--- src/rtl/lvi_pkg.sv ---
package lvi_pkg;
   typedef enum logic {
      MODE_3V = 1'b0,
      MODE_5V = 1'b1
   } lvi_mode_e;

   localparam int NUM_MODES = 2;
endpackage

--- src/rtl/lvi_trip_select.sv ---
module lvi_trip_select
   import lvi_pkg::*;
#(
   parameter int VW     = 10,
   parameter int FALL3  = 300,
   parameter int RISE3  = 330,
   parameter int FALL5  = 500,
   parameter int RISE5  = 550
) (
   input  lvi_mode_e         mode,
   output logic [VW-1:0]     fall_thr,
   output logic [VW-1:0]     rise_thr
);
   localparam int MAX_CODE = (1 << VW) - 1;

   logic [VW-1:0] fall_tab [NUM_MODES];
   logic [VW-1:0] rise_tab [NUM_MODES];

   if (FALL5 <= FALL3 || RISE5 <= RISE3) begin : g_bad_mode_order
      $error("5-V thresholds must lie above 3-V thresholds");
   end

   for (genvar m = 0; m < NUM_MODES; m++) begin : g_mode
      localparam int FV = (m == 0) ? FALL3 : FALL5;
      localparam int RV = (m == 0) ? RISE3 : RISE5;
      if (RV <= FV) begin : g_bad_hyst
         $error("rising threshold must exceed falling threshold");
      end
      if (RV > MAX_CODE || FV < 1) begin : g_bad_range
         $error("threshold outside code range");
      end
      assign fall_tab[m] = VW'(FV);
      assign rise_tab[m] = VW'(RV);
   end

   always_comb begin
      fall_thr = fall_tab[mode];
      rise_thr = rise_tab[mode];
   end
endmodule

--- src/rtl/lvi_compare.sv ---
module lvi_compare #(
   parameter int VW = 10
) (
   input  logic [VW-1:0] vdd_code,
   input  logic [VW-1:0] fall_thr,
   input  logic [VW-1:0] rise_thr,
   output logic          below_fall,
   output logic          not_above_rise
);
   always_comb begin
      below_fall     = (vdd_code <  fall_thr);
      not_above_rise = (vdd_code <= rise_thr);
   end
endmodule

--- src/rtl/lvi_hold_ctrl.sv ---
module lvi_hold_ctrl (
   input  logic clk,
   input  logic por,
   input  logic active,
   input  logic rst_dis,
   input  logic below_fall,
   input  logic not_above_rise,
   input  logic mode_rise,
   output logic hold_q
);
   logic hold_d;

   always_comb begin
      if (!active || rst_dis) begin
         hold_d = 1'b0;
      end else if (hold_q) begin
         hold_d = not_above_rise;
      end else begin
         hold_d = below_fall || (mode_rise && not_above_rise);
      end
   end

   always_ff @(posedge clk or posedge por) begin
      if (por) hold_q <= 1'b0;
      else     hold_q <= hold_d;
   end

   p_idle_clear_r2: assert property (@(posedge clk) disable iff (por)
      !active |=> !hold_q);
   p_rst_blocked_r4: assert property (@(posedge clk) disable iff (por)
      rst_dis |=> !hold_q);
   p_fall_trip_r6: assert property (@(posedge clk) disable iff (por)
      (active && !rst_dis && below_fall) |=> hold_q);
   p_hold_keep_r7: assert property (@(posedge clk) disable iff (por)
      (active && !rst_dis && hold_q && not_above_rise) |=> hold_q);
   p_release_r7: assert property (@(posedge clk) disable iff (por)
      (hold_q && !not_above_rise) |=> !hold_q);
   p_switch_trip_r9: assert property (@(posedge clk) disable iff (por)
      (active && !rst_dis && mode_rise && not_above_rise) |=> hold_q);
endmodule

--- src/rtl/lvi_supervisor.sv ---
module lvi_supervisor
   import lvi_pkg::*;
#(
   parameter int VW    = 10,
   parameter int FALL3 = 300,
   parameter int RISE3 = 330,
   parameter int FALL5 = 500,
   parameter int RISE5 = 550
) (
   input  logic          clk,
   input  logic          por,
   input  logic          stop_mode,
   input  logic          cfg_pwr_dis,
   input  logic          cfg_rst_dis,
   input  logic          cfg_stop_en,
   input  logic          cfg_sel5v,
   input  logic [VW-1:0] vdd_code,
   output logic          rst_req,
   output logic          low_flag
);
   lvi_mode_e     mode_q;
   lvi_mode_e     mode_prev_q;
   logic          active;
   logic          mode_rise;
   logic [VW-1:0] fall_thr;
   logic [VW-1:0] rise_thr;
   logic          below_fall;
   logic          not_above_rise;
   logic          hold_q;

   // Mode register: follows the select bit, forced to 3-V by power-on reset
   always_ff @(posedge clk or posedge por) begin
      if (por) begin
         mode_q      <= MODE_3V;
         mode_prev_q <= MODE_3V;
      end else begin
         mode_q      <= lvi_mode_e'(cfg_sel5v);
         mode_prev_q <= mode_q;
      end
   end

   always_comb begin
      active    = !cfg_pwr_dis && (!stop_mode || cfg_stop_en);
      mode_rise = (mode_q == MODE_5V) && (mode_prev_q == MODE_3V);
   end

   lvi_trip_select #(
      .VW(VW), .FALL3(FALL3), .RISE3(RISE3), .FALL5(FALL5), .RISE5(RISE5)
   ) u_trip (
      .mode     (mode_q),
      .fall_thr (fall_thr),
      .rise_thr (rise_thr)
   );

   lvi_compare #(.VW(VW)) u_cmp (
      .vdd_code       (vdd_code),
      .fall_thr       (fall_thr),
      .rise_thr       (rise_thr),
      .below_fall     (below_fall),
      .not_above_rise (not_above_rise)
   );

   lvi_hold_ctrl u_hold (
      .clk            (clk),
      .por            (por),
      .active         (active),
      .rst_dis        (cfg_rst_dis),
      .below_fall     (below_fall),
      .not_above_rise (not_above_rise),
      .mode_rise      (mode_rise),
      .hold_q         (hold_q)
   );

   assign rst_req  = hold_q;
   assign low_flag = active && below_fall;

   p_mode_track_r8: assert property (@(posedge clk) disable iff (por)
      1'b1 |=> (mode_q == lvi_mode_e'($past(cfg_sel5v))));
   p_pwr_dis_quiet_r2: assert property (@(posedge clk) disable iff (por)
      cfg_pwr_dis |=> !rst_req);
   p_stop_quiet_r3: assert property (@(posedge clk) disable iff (por)
      (stop_mode && !cfg_stop_en) |=> !rst_req);
endmodule

--- config.mk ---
export PLATFORM = sky130hd
export DESIGN_NAME = lvi_supervisor
export DESIGN_NICKNAME = d
export VERILOG_FILES = /design/src/rtl/lvi_pkg.sv /design/src/rtl/lvi_trip_select.sv /design/src/rtl/lvi_compare.sv /design/src/rtl/lvi_hold_ctrl.sv /design/src/rtl/lvi_supervisor.sv
export SDC_FILE = /design/constraint.sdc
export NUM_CORES = 1
export LEC_CHECK = 0
export ABC_AREA = 1
export BUFFER_PORTS_ARGS = -buffer_cell sky130_fd_sc_hd__buf_2
export CORE_AREA = 2 2 39 41
export CTS_CLUSTER_DIAMETER = 80
export DETAILED_ROUTE_END_ITERATION = 7
export DIE_AREA = 0 0 41 43
export PLACE_DENSITY = 0.67
export SETUP_SLACK_MARGIN = 0.2
export SKIP_LAST_GASP = 1
export SYNTH_ARGS = -nofsm -noshare
export SYNTH_HDL_FRONTEND = slang
export SYNTH_SLANG_ARGS = --single-unit
--- constraint.sdc ---
create_clock -name clk -period 1.7 [get_ports clk]
set_input_delay 0.255 -clock clk [delete_from_list [all_inputs] [get_ports clk]]
set_output_delay 0.255 -clock clk [all_outputs]
set_load 0.01 [all_outputs]
=== Word level (Yosys, flattened, before mapping) ===
Cells that the tools add are included.

* Div/mod/pow operators: 0
* Equal/unequal tests: 0
* $lt $le $gt $ge: 3
* $add $sub $neg: 0
* Mux-type cells: 8
* Shifts and indexed selects: 0
* $mul: 0
* Bitwise operators: 2
* Reduce and logical (&&, ||, !) cells: 10

{| class="wikitable"
|+ Operators with widths
! operator !! number
|-
| $mux 10 || 5
|-
| $le 10x10->1 || 1
|-
| $lt 10x10->1 || 1
|-
| $mux 8 || 1
|-
| $logic_and 1x1->1 || 4
|-
| $logic_not 1->1 || 3
|-
| $logic_or 1x1->1 || 3
|-
| $ge 2x2->1 const B || 1
|-
| $mux 1 || 2
|-
| $not 1->2 || 1
|-
| $not 1->1 || 1
|}

* Latch bits: 0
* Memories kept: 0
* Output and inout bits: 2
* Logic and storage cells: 26
* RAM bits: 0
* Input port bits: 17
* Bits in read-only memories: 0
* Register bits after elaboration: 3

=== Logic depth before layout (Yosys ltp) ===
Gate-level depths: netlist of run 1.

* Word-level depth: 9
* Depth in mapped cells: 10
* Gate-level depth less buffers: 10

=== Hierarchy ===
From an unflattened synthesis of run 1, not the netlist that was laid out.

* Cells, all modules: 134
* Area total of the unflattened synthesis: 848.3 µm²

{| class="wikitable"
|+ Modules (own cells, without submodules)
! module !! sequential area each (µm²) !! area each (µm²) !! cells each !! instances
|-
| lvi_compare || 0.0 || 539.3 || 92 || 1
|-
| lvi_trip_select || 0.0 || 153.9 || 22 || 1
|-
| lvi_supervisor || 50.0 || 95.1 || 12 || 1
|-
| lvi_hold_ctrl || 25.0 || 60.1 || 8 || 1
|}

=== Least setup slack after synthesis of run 1 ===
OpenSTA, ideal clock, no wires.

* Path kind: register to output
* Start point: register mode_q
* End point: output low_flag
* Slack: 0.109 ns
* Required time: 1.445 ns
* Arrival: 1.336 ns
* Cell stages (with the launch flop): 7
* Path buffers: 0
* Path through: dfrtp_1 > inv_1 > ha_1 > a21o_1 > a21oi_1 > nand2_1 > nor2_1

* Longest elaborated chain between the ends: 6

{| class="wikitable"
|+ Ends and longest elaborated chain
! element !! RTL line !! source
|-
| start, declared || lvi_supervisor.sv:21 || <nowiki>lvi_mode_e mode_q;</nowiki>
|-
| start signal, assigned || lvi_supervisor.sv:37 || <nowiki>mode_q <= lvi_mode_e'(cfg_sel5v);</nowiki>
|-
| $not 1->2 (implied by the code) || lvi_trip_select.sv:37 || <nowiki>fall_thr = fall_tab[mode];</nowiki>
|-
| $mux 8 (implied by the code) || lvi_trip_select.sv:37 ||
|-
| $mux 10 (implied by the code) (2 in series) || lvi_trip_select.sv:37 ||
|-
| $lt 10x10->1 || lvi_compare.sv:11 || <nowiki>below_fall = (vdd_code < fall_thr);</nowiki>
|-
| $logic_and 1x1->1 || lvi_supervisor.sv:75 || <nowiki>assign low_flag = active && below_fall;</nowiki>
|-
| end, declared || lvi_supervisor.sv:19 || <nowiki>output logic low_flag</nowiki>
|}

Every way passes these cells. The select of a mux whose other input is x is not followed.

=== Worst setup path after layout of run 1 ===
Same ends and word-level chain as after synthesis.

==> metrics.md, run 1 <==
| Metric | Value |
|---|---|
| Status | `finished with violations` |
| Failing checks | `setup timing` |
| Clock-pin transition on the worst setup and hold timing paths | `approximately 0.030 ns` |
| Synth Net Count | `83` |
| Mapped Cells | `57` |
| Static leakage | `0.346 nW` |
| Worst Hold Endpoint | `mode_q` |
| Tmin final | `roughly 1.8 ns` |
| Crit-path max cell delay | `~0.4 ns` |
| Max-cap violations | `0` |
| Top Ports | `19` |
| Antenna violations before repair | `0` |
| Area of the multi-input gates | `approximately 350 sq um` |
| Full die area | `around 0.0018 sq mm` |
| DRC errors left | `0` |
| R2R depth | `11` |
| DR WL/cell | `just under 10 microns` |
| RSZ-0062 raised after global routing | `yes` |
| WL final | `just under 1000 microns` |
| RR Startpoint | `mode_q` |
| Share of layout cells above drive strength 1 | `0.477` |
| Largest net degree at the start of global routing | `6` |
| FF+latch area | `approximately 75 sq um` |
| Total gr overflow | `0` |
| Vias in the first global route | `roughly 440` |
| Power Density | `roughly 500 mW/mm^2` |
| First-pass GRT wire length | `between 1500 and 2000 microns` |
| Area contributors post-synth | `ha_1 28%, dfrtp_1 19%, nand2_1 11%, inv_1 8.5%, nand3_1 6.3%` |
| Worst Setup End Kind | `output pin` |
| Hold_ws | `roughly 0.14 ns` |
| Maximum root-to-sink buffer count | `2` |
| Max Fanout on Critical Path | `5` |
| Die extent in x | `41 microns` |
| Slowest cell on the critical path | `dfrtp_1` |
| Clk root buf | `clkbuf_4` |
| Hold Path Class | `in -> reg` |
| Cell taking the most area after synthesis | `ha_1` |
| DR iter-0 viols | `9` |
| Nets | `approximately 110` |
| Final setup TNS | `-0.174 ns` |
| Ant. Diodes | `0` |
| Height of the die | `43 microns` |
| Via/cell ratio | `around 4.4` |
| Std-Cell Core Area | `~0.0014 sq mm` |
| # fillers | `approximately 150` |
| Peak VDD IR | `~0.39 mV` |
| Cell Area, Synth | `399 sq um` |
| DR pass1 iterations | `4` |
| Skew final | `around 0.0029 ns` |
| HPWL after DPL | `about 740 microns` |
| Synth top area share | `0.282` |
| Clock buffer count from CTS | `3` |
| Max H-tree Level | `1` |
| Slew Limit Fails | `0` |
| Clock Latency Late Sink | `roughly 0.23 ns` |
| TritonCTS Sinks | `3` |
| Highest Clock Rate | `551 MHz` |
| Tcrit/Tclk final | `1.07` |
| Sequential share of the synthesized area | `0.188` |
| Reg2Reg Capture Point | `u_hold.hold_q` |
| Vias after detailed routing | `around 450` |
| Kind of critical path | `reg -> out` |
| CP arrival | `1.56 ns` |
| Final worst slack | `-0.114 ns` |
| Synthesis Warnings | `0` |
| Gr usage total | `0.130` |
| Req. time, crit path | `1.44 ns` |
| Headroom to the max-slew limit | `0.909` |
| Hold path start | `cfg_sel5v` |
| Cells on Worst Hold Path | `1` |
| # rows | `14` |
| Setup-failing EPs final | `2` |
| Antenna viol nets, final | `0` |
| Port Buffers | `18` |
| TritonCTS clock tree | `done` |
| Startpoint Class | `flop` |
| Netlist cell types | `16` |
| Synth Area per Inst | `7.00 sq um` |
| Area growth from synthesis to layout | `64.3%` |
| Worst path cell trace | `inv_2 > ha_4 > a21o_1 > a21oi_2 > nand2_1 > nor2_2 > buf_2` |
| GPL Wtd Cong | `approximately 0.8` |
| Worst slew pin tran | `about 0.14 ns` |
| FF+latch count, synth | `3` |
| Endpoints failing hold | `0` |
| Flop2flop setup slack | `-0.06 ns` |
| Initial Util | `0.288` |
==> placed cells by master (no fill, tap or decap) <==
cell type      Yosys  layout
or2_2              1       1
nand2_2            0       1
or2_0              2       2
o21ai_0            1       1
buf_6              0       1
clkbuf_4           0       3
a21o_2             1       1
inv_2              0       1
a21oi_1            3       2
buf_2              0      18
clkbuf_1           0       1
o21ai_1            1       1
nor2_1             5       4
ha_4               0       3
dlygate4sd3_1      0       1
nand3_2            0       1
nor2_4             0       1
a21o_1             1       1
ha_1               9       6
a21oi_2            1       2
inv_1              9       8
buf_4              0       5
dfrtp_1            3       3
nor2_2             2       2
nand2_1           12      11
nand3_1            5       4
nor3b_2            0       1
==> per-stage QoR <==
stage               cell area, sq um  power [mW]  cells  setup slack (ns)  utilization
CTS                              648       0.331    101            -0.114        0.468
finish                           656       0.329    102            -0.114        0.474
global placement                 528       0.177     91            0.0567        0.382
floorplan                        418       0.140     57             0.208            -
detailed placement               528       0.178     91            0.0334        0.382
global route                     656       0.357    102            -0.194        0.474
==> flip-flops by register name (all words and copies together), names as in the netlist <==
| register | flops |
|---|---|
| mode_prev_q | 1 |
| mode_q | 1 |
| u_hold.hold_q | 1 |
==> kinds of logic after synthesis <==
logic type	Yosys count	synth area share
fa+ha+maj	9	0.282
flops	3	0.188
compound gates	8	0.125
buf+inv	9	0.0846
simple gates	28	0.320
==> critical path, delay by kind of cell (launching register included) <==
kind                     cells  cell delay, ns
AO/OA/AOI/OAI                2            0.30
adder cells (fa/ha/maj)      1            0.21
buffers and inverters        2            0.25
flip-flops                   1            0.40
AND/OR/NAND/NOR              2            0.16
==> cell type report <==
type | instances | area share
well taps | 16 | 0.0305
flip-flops and latches | 3 | 0.115
multi-input cells | 45 | 0.536
repair buffers | 25 | 0.227
inverters | 9 | 0.0515
clock buffers | 4 | 0.0401
==> cell usage after synthesis, drive strengths merged <==
cell / instances
a21o: 2
a21oi: 4
dfrtp: 3
ha: 9
inv: 9
nand2: 12
nand3: 5
nor2: 7
nor3b: 1
o21ai: 2
or2: 3
==> where the power goes <==
group / internal [mW] / switching (mW)
sequential: 0.0754 / 0.00208
clock: 0.0879 / 0.0354
combinational: 0.0645 / 0.0633
==> worst max path at each step <==
stage                     to  startpoint  slack [ns]
2_1_floorplan  u_hold.hold_q      mode_q        0.21
3_3_place_gp   u_hold.hold_q      mode_q        0.06
3_5_place_dp        low_flag      mode_q        0.03
4_1_cts             low_flag      mode_q       -0.11
5_1_grt             low_flag      mode_q       -0.19
6_report            low_flag      mode_q       -0.11
==> timing repair <==
item                                   CTS  global route
resized for setup                        7             0
setup buffers                            5             1
endpoints found under the hold margin    3             0
hold buffers                             1             0
pin swaps                                5             1
setup endpoints to repair                2             2
==> metal layers <==
layer	vias to the layer above	GRT usage	wire length [microns]
met4	0	0.0200	0
li1	243	-	-
met5	-	0	0
met3	0	0.0366	34
met1	195	0.159	424
met2	11	0.219	531
No activity file was read; power rests on OpenSTA's default activity.
==> run 2: changes to the inputs <==
==> constraint.sdc (replaced) <==
create_clock -name clk -period 1.7 [get_ports clk]
set_input_delay 0.34 -clock clk [delete_from_list [all_inputs] [get_ports clk]]
set_output_delay 0.34 -clock clk [all_outputs]
set_load 0.01 [all_outputs]
==> run 2 against run 1 <==
Net effect: total power fell by 1.3%; flip-flop and latch count did not move; sequential power barely moved; global-route usage fell by 0.19 points; count of clock-buffer cells in the layout did not move; combinational power barely moved; cell count did not move; via count fell by 1.6%; register-to-register slack got worse by 0.02 ns; the run still ends with setup timing left.
==> metrics.md, run 2 (synthesis results as in run 1) <==
| Metric | Value |
|---|---|
| Skew final | `0.000432 ns (was 0.00287 ns)` |
| Port Buffers | `18 (unchanged)` |
| TritonCTS clock tree | `done (unchanged)` |
| Global Route met1 Usage | `0.162 (was 0.159)` |
| Via/cell ratio | `4.33 (was 4.40)` |
| Most frequent cells in the layout | `18 x buf_2, 10 x nand2_1, 8 x inv_1, 7 x ha_1, 5 x buf_4 (was 18 x buf_2, 11 x nand2_1, 8 x inv_1, 6 x ha_1, 5 x buf_4)` |
| Headroom to the max-slew limit | `0.914 (was 0.909)` |
| Crit-path max cell delay | `0.40 ns (about the same)` |
| Kind of critical path | `reg -> out (unchanged)` |
| Worst Setup End Kind | `output pin (unchanged)` |
| Largest net degree at the start of global routing | `5 (was 6)` |
| Area growth from synthesis to layout | `63.0% (was 64.3%)` |
| FF+latch area | `75.1 sq um (unchanged)` |
| Std-Cell Core Area | `0.00138 sq mm (unchanged)` |
| Startpoint Class | `flop (unchanged)` |
| Slew Limit Fails | `0 (unchanged)` |
| Largest regs | `mode_prev_q (1), mode_q (1), u_hold.hold_q (1) (unchanged)` |
| Clock-pin transition on the worst setup and hold timing paths | `0.03 ns (about the same)` |
| Slowest cell on the critical path | `dfrtp_1 (unchanged)` |
| First-pass GRT wire length | `1590 microns (was 1600 microns)` |
| Tmin final | `1.89 ns (was 1.81 ns)` |
| Vias in the first global route | `423 (was 436)` |
| Status | `finished with violations (unchanged)` |
| CP Buf/Inv Count | `2 (unchanged)` |
| Antenna violations before repair | `0 (unchanged)` |
| GR peak layer | `met2 (unchanged)` |
| HPWL after DPL | `748 microns (was 744 microns)` |
| Leading cell type in the layout, fill and taps excluded | `buf_2 (unchanged)` |
| Failing checks | `setup timing (unchanged)` |
| DR WL/cell | `9.64 microns (was 9.71 microns)` |
| Power, Total | `0.324 mW (was 0.329 mW)` |
| Max-cap violations | `0 (unchanged)` |
| Worst path cell trace | `inv_2 > ha_4 > a21o_1 > a21oi_2 > nand2_1 > nor2_2 > buf_2 (unchanged)` |
| Vias after detailed routing | `442 (was 449)` |
| Die extent in x | `41 microns (unchanged)` |
| Placed instance count | `93 (was 91)` |
| Share of layout cells above drive strength 1 | `0.477 (unchanged)` |
| Final worst slack | `-0.192 ns (was -0.114 ns)` |
| Full die area | `0.00176 sq mm (unchanged)` |
| # rows | `14 (unchanged)` |
| Post-Place Setup Slack | `-0.00179 ns (was 0.0334 ns)` |
| Clock Latency Late Sink | `0.22 ns (was 0.23 ns)` |
| Hold Path Class | `in -> reg (unchanged)` |
| Post-placement cell area | `543 sq um (was 528 sq um)` |
| Antenna viol nets, final | `0 (unchanged)` |
| Total gr overflow | `0 (unchanged)` |
| Maximum root-to-sink buffer count | `2 (unchanged)` |
| DR iter-0 viols | `4 (was 9)` |
| Endpoints failing hold | `0 (unchanged)` |
| DRC errors left | `0 (unchanged)` |
| Final instance area | `651 sq um (was 656 sq um)` |
| Peak VDD IR | `0.343 mV (was 0.386 mV)` |
| Area of the multi-input gates | `347 sq um (was 352 sq um)` |
| Clk root buf | `clkbuf_4 (unchanged)` |
| Clock buffer count from CTS | `3 (unchanged)` |
| Flop2flop setup slack | `-0.08 ns (was -0.06 ns)` |
| WL final | `983 microns (was 990 microns)` |
| Final std cells w/o fill | `102 (unchanged)` |
| Power Density | `498 mW/mm^2 (was 501 mW/mm^2)` |
| Hold_ws | `0.223 ns (was 0.135 ns)` |
| Top Ports | `19 (unchanged)` |
| CP arrival | `1.55 ns (was 1.56 ns)` |
| Met2 usage | `0.209 (was 0.219)` |
| RSZ-0062 raised after global routing | `yes (unchanged)` |
| Global-route met3 utilization | `0.0209 (was 0.0366)` |
| Max Fanout on Critical Path | `4 (was 5)` |
| Setup-failing EPs final | `2 (unchanged)` |
| Static leakage | `0.351 nW (was 0.346 nW)` |
| TritonCTS Sinks | `3 (unchanged)` |
| Highest Clock Rate | `529 MHz (was 551 MHz)` |
| DR pass1 iterations | `3 (was 4)` |
| Nets | `113 (unchanged)` |
| Gr usage total | `0.128 (was 0.130)` |
| GPL Wtd Cong | `0.730 (was 0.822)` |
| Ant. Diodes | `0 (unchanged)` |
| Height of the die | `43 microns (unchanged)` |
| Tcrit/Tclk final | `1.11 (was 1.07)` |
| Worst slew pin tran | `0.127 ns (was 0.136 ns)` |
| Initial Util | `0.288 (unchanged)` |
| Req. time, crit path | `1.36 ns (was 1.44 ns)` |
| # fillers | `129 (was 145)` |
| Max H-tree Level | `1 (unchanged)` |
| Worst path top cell family by delay | `flip-flops (unchanged)` |
[run 2: final timing paths]
| kind | end | start | depth (start not counted) |
|---|---|---|---|
| max in group asynchronous | u_hold.hold_q | por | 3 |
| min in group asynchronous | mode_q | por | 3 |
| worst max-delay path | low_flag | mode_q | 7 |
| worst min register to register | u_hold.hold_q | mode_prev_q | 3 |
| worst max register to register | u_hold.hold_q | mode_q | 11 |
| worst min-delay path | mode_q | cfg_sel5v | 1 |
[run 2: area by class of cell]
type                       instances  area share
tap                               16      0.0308
timing repair buffer              25       0.229
clock buffer                       4      0.0404
sequential                         3       0.115
inverter                           9      0.0519
multi-input combinational         45       0.533
[run 2: per-stage QoR]
stage,setup TNS [ns],utilization
3_5_place_dp,-0.00179,0.392
2_1_floorplan,0,-
4_1_cts,-0.198,0.444
3_3_place_gp,-0.0272,0.392
6_report,-0.274,0.470
5_1_grt,-0.428,0.470
[run 2: layer usage]
layer	part of all wire	vias up
li1	-	242
met1	0.41	193
met2	0.55	7
met3	0.039	0
met4	0	0
met5	0	-
[run 2: what timing repair did]
action                                  in CTS  in global routing
endpoints found under the setup margin       2                  2
endpoints found under the hold margin        3                  0
gates cloned                                 0                  0
buffers inserted                             2                  2
hold buffers                                 1                  0
gates resized for setup                      3                  5
pin swaps                                    2                  3
[run 2: power breakdown]
group / leakage, nW / switching [mW] / internal [mW]
clock: 0.0150 / 0.0312 / 0.0876
combinational: 0.299 / 0.0636 / 0.0643
sequential: 0.0369 / 0.00213 / 0.0754
total: 0.351 / 0.0969 / 0.227
[run 2: worst reg2reg max path, stage by stage, from the launching register on]
cell and delay (ns):
dfrtp_1 0.38, inv_2 0.09, buf_4 0.14, buf_6 0.12, ha_1 0.30, nand3_2 0.07
nor2_2 0.09, nand2_2 0.06, or2_0 0.20, nand2_1 0.07, nand2_1 0.06, a21oi_2 0.12
==> run 3: changes to the inputs <==
CELL_PAD_IN_SITES_DETAIL_PLACEMENT = 2   (was default)
CELL_PAD_IN_SITES_GLOBAL_PLACEMENT = 2   (was default)
CORE_AREA = default   (was 2 2 39 41)
CORE_MARGIN = 2   (was default)
CORE_UTILIZATION = 22   (was default)
DIE_AREA = default   (was 0 0 41 43)
PLACE_DENSITY = 0.86   (was 0.67)
REMOVE_ABC_BUFFERS = 1   (was default)
==> run 3 against run 2 <==
Net effect: the run still ends with setup timing left; first-iteration DRC count fell by 50%; global-route usage rose by 9.5 points; critical endpoint unchanged; largest cell class unchanged; count of clock-buffer cells in the layout did not move; clock power rose by 8%; design area rose by 27%; cell count rose by 20%; worst hold slack got worse by 0.015 ns; core utilization rose by 1.3 points; combinational power rose by 50%; total power rose by 23%; die area rose by 23%.
==> metrics.md, run 3 (synthesis results as in run 1) <==
| Metric | Value |
|---|---|
| Max-cap violations | `0 (unchanged)` |
| Headroom to the max-slew limit | `0.857 (was 0.914)` |
| DR pass1 iterations | `2 (was 3)` |
| R2R depth | `12 (was 11)` |
| Setup-failing EPs final | `2 (unchanged)` |
| Ant. Diodes | `0 (unchanged)` |
| Fin util | `0.484 (was 0.470)` |
| Initial Util | `0.234 (was 0.288)` |
| Clock buffer count from CTS | `3 (unchanged)` |
| Flop2flop setup slack | `-0.28 ns (was -0.08 ns)` |
| Sw frac | `0.350 (was 0.299)` |
| Met2 usage | `0.439 (was 0.209)` |
| Clock power frac | `0.324 (was 0.366)` |
| GR peak layer | `met2 (unchanged)` |
| Clock-pin transition on the worst setup and hold timing paths | `0.04 ns (was 0.03 ns)` |
| DRC errors left | `0 (unchanged)` |
| GPL Wtd Cong | `0.755 (was 0.730)` |
| Slowest cell on the critical path | `dfrtp_1 (unchanged)` |
| Via/cell ratio | `4.66 (was 4.33)` |
| Tcrit/Tclk final | `1.21 (was 1.11)` |
| Failing checks | `setup timing (unchanged)` |
| Endpoints failing hold | `0 (unchanged)` |
| Most frequent cells in the layout | `18 x buf_2, 15 x buf_4, 8 x inv_1, 7 x nand2_1, 7 x ha_4 (was 18 x buf_2, 10 x nand2_1, 8 x inv_1, 7 x ha_1, 5 x buf_4)` |
| Max Fanout on Critical Path | `5 (was 4)` |
| Top Ports | `19 (unchanged)` |
| Status | `finished with violations (unchanged)` |
| Final worst slack | `-0.350 ns (was -0.192 ns)` |
| Share of layout cells above drive strength 1 | `0.639 (was 0.477)` |
| Vias in the first global route | `632 (was 423)` |
| Gr usage total | `0.223 (was 0.128)` |
| Nets | `124 (was 113)` |
| Worst Setup End Kind | `output pin (unchanged)` |
| Logic pwr share | `0.480 (was 0.394)` |
| # rows | `15 (was 14)` |
| Port Buffers | `18 (unchanged)` |
| Hold Path Class | `in -> reg (unchanged)` |
| Maximum root-to-sink buffer count | `2 (unchanged)` |
| CP most frequent cell | `nand2_2` |
| DR WL/cell | `19.2 microns (was 9.64 microns)` |
| Sequential share of power | `0.195 (was 0.239)` |
| Psw | `0.140 mW (was 0.0969 mW)` |
| Power, Total | `0.399 mW (was 0.324 mW)` |
| Worst slew pin tran | `0.212 ns (was 0.127 ns)` |
| Antenna viol nets, final | `0 (unchanged)` |
| Skew final | `0.00727 ns (was 0.000432 ns)` |
| TritonCTS clock tree | `done (unchanged)` |
| Peak VDD IR | `0.264 mV (was 0.343 mV)` |
| Worst Hold Endpoint | `mode_q (unchanged)` |
| Die extent in x | `46.6 microns (was 41 microns)` |
| Hold_ws | `0.208 ns (was 0.223 ns)` |
| Highest Clock Rate | `488 MHz (was 529 MHz)` |
| Antenna violations before repair | `0 (unchanged)` |
| Largest net degree at the start of global routing | `6 (was 5)` |
| Startpoint Class | `flop (unchanged)` |
| Power Density | `483 mW/mm^2 (was 498 mW/mm^2)` |
| Largest regs | `mode_prev_q (1), mode_q (1), u_hold.hold_q (1) (unchanged)` |
| Kind of critical path | `reg -> out (unchanged)` |
| Total gr overflow | `0 (unchanged)` |
| Global-route met3 utilization | `0.0353 (was 0.0209)` |
| Static leakage | `0.404 nW (was 0.351 nW)` |
| FF+latch area | `75.1 sq um (unchanged)` |
| Tmin final | `2.05 ns (was 1.89 ns)` |
| Clock Latency Late Sink | `0.24 ns (was 0.22 ns)` |
| Clk root buf | `clkbuf_4 (unchanged)` |
| # fillers | `197 (was 129)` |
| RSZ-0062 raised after global routing | `yes (unchanged)` |
| Height of the die | `46.6 microns (was 43 microns)` |
| DR iter-0 viols | `2 (was 4)` |
| Worst path cell trace | `inv_4 > buf_6 > ha_4 > nand2_2 > o21ai_2 > nand2_2 > nand2_1 > nor2_1 > buf_2 (was inv_2 > ha_4 > a21o_1 > a21oi_2 > nand2_1 > nor2_2 > buf_2)` |
| Worst path top cell family by delay | `flip-flops (unchanged)` |
| Leading cell type in the layout, fill and taps excluded | `buf_2 (unchanged)` |
| Global Route met1 Usage | `0.212 (was 0.162)` |
| Max H-tree Level | `1 (unchanged)` |
| Crit-path max cell delay | `0.43 ns (was 0.40 ns)` |
| Cells on Worst Hold Path | `1 (unchanged)` |
| Internal Power | `0.260 mW (was 0.227 mW)` |
| Full die area | `0.00217 sq mm (was 0.00176 sq mm)` |
| Area of the multi-input gates | `422 sq um (was 347 sq um)` |
| Vias after detailed routing | `568 (was 442)` |
| Area growth from synthesis to layout | `107% (was 63.0%)` |
| Std-Cell Core Area | `0.00171 sq mm (was 0.00138 sq mm)` |
| WL final | `2340 microns (was 983 microns)` |
| CP Buf/Inv Count | `3 (was 2)` |
| HPWL after DPL | `1200 microns (was 748 microns)` |
| CP arrival | `1.71 ns (was 1.55 ns)` |
| Hold path start | `cfg_sel5v (unchanged)` |
| Slew Limit Fails | `0 (unchanged)` |
| RR Startpoint | `mode_q (unchanged)` |
| Reg2Reg Capture Point | `u_hold.hold_q (unchanged)` |
| TritonCTS Sinks | `3 (unchanged)` |
| Req. time, crit path | `1.36 ns (about the same)` |
| First-pass GRT wire length | `3040 microns (was 1590 microns)` |
| Final setup TNS | `-0.626 ns (was -0.274 ns)` |
run 3: changes by cell type in the layout (fill, tap and decap cells not counted), sizes merged:
cell,previous run,this run
buf,24,35
run 3: final cells by class:
| cell class | instances | area share |
|---|---|---|
| Sequential cell | 3 | 0.0909 |
| Multi-Input combinational cell | 45 | 0.511 |
| Clock buffer | 4 | 0.0318 |
| Timing Repair Buffer | 36 | 0.285 |
| Inverter | 9 | 0.0439 |
| Tap cell | 25 | 0.0379 |
run 3: power groups by stage:
stage | sequential [mW] | clock [mW] | combinational [mW]
after floorplan | 0.0788 | 0 | 0.0577
after global placement | 0.0780 | 0 | 0.108
after detailed placement | 0.0784 | 0 | 0.116
after CTS | 0.0775 | 0.128 | 0.147
after global routing | 0.0784 | 0.140 | 0.208
final | 0.0780 | 0.129 | 0.192
run 3: per-stage QoR:
stage | setup slack [ns] | cells | instance area, sq um
after global routing | -0.410 | 122 | 826
final | -0.350 | 122 | 826
after floorplan | 0.0242 | 57 | 399
after CTS | -0.218 | 122 | 731
after global placement | -0.0309 | 107 | 573
after detailed placement | -0.108 | 107 | 573
run 3: what timing repair did:
action / 4_1_cts / 5_1_grt
hold buffers: 1 / 0
pin swaps: 5 / 11
buffers inserted: 10 / 0
setup endpoints to repair: 2 / 2
hold endpoints to repair: 3 / 0
gates resized for setup: 8 / 16
run 3: per-layer routing:
metal	part of all wire	wire [microns]
met1	0.36	837
met5	0	0
met2	0.58	1350
met4	0.039	91
met3	0.024	57
run 3: how the worst max path moves through the flow:
stage	slack, ns	startpoint	cells after the start	end
floorplan	0.02	mode_q	6	low_flag
global placement	-0.03	mode_q	7	low_flag
detailed placement	-0.11	mode_q	7	low_flag
CTS	-0.22	mode_q	7	low_flag
global route	-0.41	mode_q	9	low_flag
finish	-0.35	mode_q	9	low_flag
